--- src/rtl/win_add_pkg.sv ---
package win_add_pkg;
  // lowest operand bit seen by the window that ends at pos
  function automatic int win_lo(input int pos, input int depth);
    return (pos > depth) ? pos - depth : 0;
  endfunction
endpackage

--- src/rtl/win_slice.sv ---
module win_slice #(
  parameter int W = 1
) (
  input  logic [W-1:0] a_i,
  input  logic [W-1:0] b_i,
  output logic         s_o
);
  logic [W-1:0] c;

  assign c[0] = 1'b0;
  for (genvar k = 0; k < W-1; k++) begin : g_c
    assign c[k+1] = (a_i[k] & b_i[k]) | ((a_i[k] ^ b_i[k]) & c[k]);
  end

  assign s_o = a_i[W-1] ^ b_i[W-1] ^ c[W-1];
endmodule

--- src/rtl/win_out_stage.sv ---
module win_out_stage #(
  parameter int W  = 8,
  parameter bit EN = 1'b1
) (
  input  logic         clk_i,
  input  logic         rst_ni,
  input  logic [W-1:0] d_i,
  output logic [W-1:0] q_o
);
  if (EN) begin : g_reg
    always_ff @(posedge clk_i or negedge rst_ni) begin
      if (!rst_ni) q_o <= '0;
      else         q_o <= d_i;
    end
  end else begin : g_wire
    assign q_o = d_i;
  end
endmodule

--- src/rtl/win_spec_adder.sv ---
module win_spec_adder
  import win_add_pkg::*;
#(
  parameter int WIDTH   = 8,
  parameter int DEPTH   = 2,
  parameter bit REG_OUT = 1'b1
) (
  input  logic             clk_i,
  input  logic             rst_ni,
  input  logic [WIDTH-1:0] a_i,
  input  logic [WIDTH-1:0] b_i,
  output logic [WIDTH-1:0] sum_o
);
  if (DEPTH < 1 || DEPTH >= WIDTH) begin : g_bad_param
    $error("win_spec_adder: DEPTH must satisfy 1 <= DEPTH < WIDTH");
  end

  logic [WIDTH-1:0] sum_raw;

  // one independent exact sub-adder per result bit
  for (genvar i = 0; i < WIDTH; i++) begin : g_bit
    localparam int LO = win_lo(i, DEPTH);
    localparam int WW = i - LO + 1;
    win_slice #(.W(WW)) u_slice (
      .a_i (a_i[i:LO]),
      .b_i (b_i[i:LO]),
      .s_o (sum_raw[i])
    );
  end

  win_out_stage #(.W(WIDTH), .EN(REG_OUT)) u_out (
    .clk_i  (clk_i),
    .rst_ni (rst_ni),
    .d_i    (sum_raw),
    .q_o    (sum_o)
  );
endmodule

--- config.mk ---
export PLATFORM = sky130hd
export DESIGN_NAME = win_spec_adder
export DESIGN_NICKNAME = d
export VERILOG_FILES = /design/src/rtl/win_add_pkg.sv /design/src/rtl/win_slice.sv /design/src/rtl/win_out_stage.sv /design/src/rtl/win_spec_adder.sv
export SDC_FILE = /design/constraint.sdc
export NUM_CORES = 1
export LEC_CHECK = 0
export BUFFER_PORTS_ARGS = -buffer_cell sky130_fd_sc_hd__buf_4
export CAP_MARGIN = 20
export CORE_AREA = 2 2 39 41
export CTS_CLUSTER_DIAMETER = 100
export DETAILED_ROUTE_END_ITERATION = 12
export DIE_AREA = 0 0 41 43
export PLACE_DENSITY = 0.75
export SYNTH_ARGS = -nofsm -noshare
export SYNTH_HDL_FRONTEND = slang
export SYNTH_SLANG_ARGS = --single-unit
--- constraint.sdc ---
create_clock -name clk_i -period 0.8 [get_ports clk_i]
set_input_delay 0.08 -clock clk_i [delete_from_list [all_inputs] [get_ports clk_i]]
set_output_delay 0.08 -clock clk_i [all_outputs]
set_load 0.02 [all_outputs]
==> out/results.tsv <==
metric	value	unit
worst setup margin	-0.0204	ns
post-synthesis cell count	32	
top flop regs	u_out.q_o x8	
initial antenna violation count	0	
row cnt	14	
Clock Path Buffers	2	
hold depth	2	
first-pass detailed-route iteration total	2	
Crit Path Max Fanout	1	
Mapped Area	409	sq um
hold endpoint	u_out.q_o[0]$_DFF_PN0_	
IR drop worst, VDD	0.675	mV
synthesized flop and latch total	8	
vias in the first global route	251	
vias post-DR	318	
Ant. Diodes	0	
Slew Viols, Final	0	
crit path DAT	0.74	ns
Layout area overhead	69.1	%
maxcap violations	0	
slowest CP cell	dfrtp_1	
post-synthesis sequential area ratio	48.9	%
Mean Syn Cell Area	12.8	sq um
highest achievable clock rate	1220	MHz
initial DRC count	2	
fillers	128	
antenna-violating nets left	0	
# DRC	0	
Worst Path Buf+Inv	1	
PortBufs	25	
Synth cell types	7	
Post-CTS Setup Inserts	0	
pre-CTS WS	-0.155	ns
core area	1380	sq um
Tmin final	0.820	ns
Setup Crit Path Kind	register to primary output	
Leak Pwr	0.000345	uW
# setup viols final	8	
I/O pin count	26	
ratio of cells with drive above 1 in the final layout	49.2	%
crit-path leading delay family	flip-flops	
Nets	89	
final std cells w/o fill	77	
crit-path cells	buf_6	
gp weighted congestion	0.676	
Tcrit/Tclk final	103	%
CTS clk-pin slew, worst paths	0.05	ns
critical path required time	0.72	ns
Worst-Margin Slew	0.166	ns
largest net degree at the start of global routing	9	
HP Start	b_i[0]	
yosys warns	0	
CTS tree	yes	
All-Layer GR Usage	9.00	%
crit path launch type	register	
CTS Buf Count	3	
CTS Root Cell	clkbuf_4	
die area	1760	sq um
Post-Layout Inst Area	692	sq um
Placed Cells	73	
final WL	694	microns
unrepaired setup endpoints after global routing	true	
# clock sinks	8	
# H-tree levels	1	
Pwr Density	1800	nW/um^2
Hold Violations, Final	0	
Biggest register	u_out.q_o	
max reg flops	8	
Synth Net Count	58	
outcome	complete, but fails checks	
Initial Util	29.6	%
Vias/cell	4.13	
wire per inst	9.01	microns
first-pass GRT wire length	993	microns
chip height	43	microns
failing checks	negative setup slack	
Die Wd	41	microns
Post-DP Area	629	sq um
slew margin rel.	88.9	%
hpwl dp	614	microns
CP endpoint kind	primary output	
GRT Residual Overflow	0	
slowest stage delay, CP	0.37	ns
Hold WC Path Type	primary input to register	
Total Power	1240	uW
-- how the worst max path moves through the flow --
stage	start	to	cells past startpoint
2_1_floorplan	a_i[0]	u_out.q_o[2]$_DFF_PN0_	4
3_3_place_gp	a_i[0]	u_out.q_o[2]$_DFF_PN0_	5
3_5_place_dp	a_i[0]	u_out.q_o[2]$_DFF_PN0_	5
4_1_cts	u_out.q_o[1]$_DFF_PN0_	sum_o[1]	1
5_1_grt	u_out.q_o[1]$_DFF_PN0_	sum_o[1]	1
6_report	u_out.q_o[2]$_DFF_PN0_	sum_o[2]	1
-- where the power goes --
part / total (uW) / internal (uW) / switching, uW
logic: 451 / 256 / 196
registers: 502 / 474 / 28.1
clock network: 291 / 170 / 120
-- cell families after synthesis --
group           share of synthesized area (%)
buf+inv                                  3.67
flops                                    48.9
compound gates                           6.12
xor+xnor                                 15.0
fa+ha+maj                                26.3
-- cell type report --
class / count / area [sq um] / share of cell area [%]
Tap cell: 16 / 20.0 / 2.89
Clock buffer: 3 / 22.5 / 3.25
Sequential cell: 8 / 200 / 28.9
Timing Repair Buffer: 26 / 228 / 32.9
Inverter: 4 / 15.0 / 2.17
Multi-Input combinational cell: 20 / 206 / 29.8
-- cells in the final DEF (no fill, tap or decap) --
cell type      count
inv_2              1
buf_6              8
a21oi_1            5
inv_1              3
dfrtp_1            8
xor2_1             1
dlygate4sd3_1      1
clkbuf_4           3
xnor2_1            6
ha_1               6
ha_4               1
buf_4             17
fa_1               1
-- synth_stat cells (all sizes together) --
cell	number	area (sq um)
inv	4	15.0
dfrtp	8	200
ha	7	87.6
fa	1	20.0
a21oi	5	25.0
xor2	1	8.76
xnor2	6	52.6
-- per-layer routing --
metal	track usage (%)	share of wire, %	up-vias
li1	-	-	162
met1	9.54	37	141
met2	13.1	54	13
met3	0	6.1	2
met4	12.0	2.7	0
met5	0	0	-
-- timing repair --
| item | in CTS | in global routing |
|---|---|---|
| gates cloned | 0 | 0 |
| endpoints found under the setup margin | 8 | 8 |
| hold buffers | 1 | 0 |
| gates resized for setup | 8 | 0 |
| hold endpoints to repair | 8 | 0 |
-- per-stage QoR --
step / hold slack [ns] / utilization (%) / TNS [ns]
2_1_floorplan: -0.216 / - / -0.0406
3_3_place_gp: -0.103 / 45.5 / -0.696
3_5_place_dp: -0.101 / 45.5 / -0.720
4_1_cts: 0.0535 / 50.0 / -0.257
5_1_grt: 0.0557 / 50.0 / -0.340
6_report: 0.0654 / 50.0 / -0.144
(Power assumes the default switching activity.)
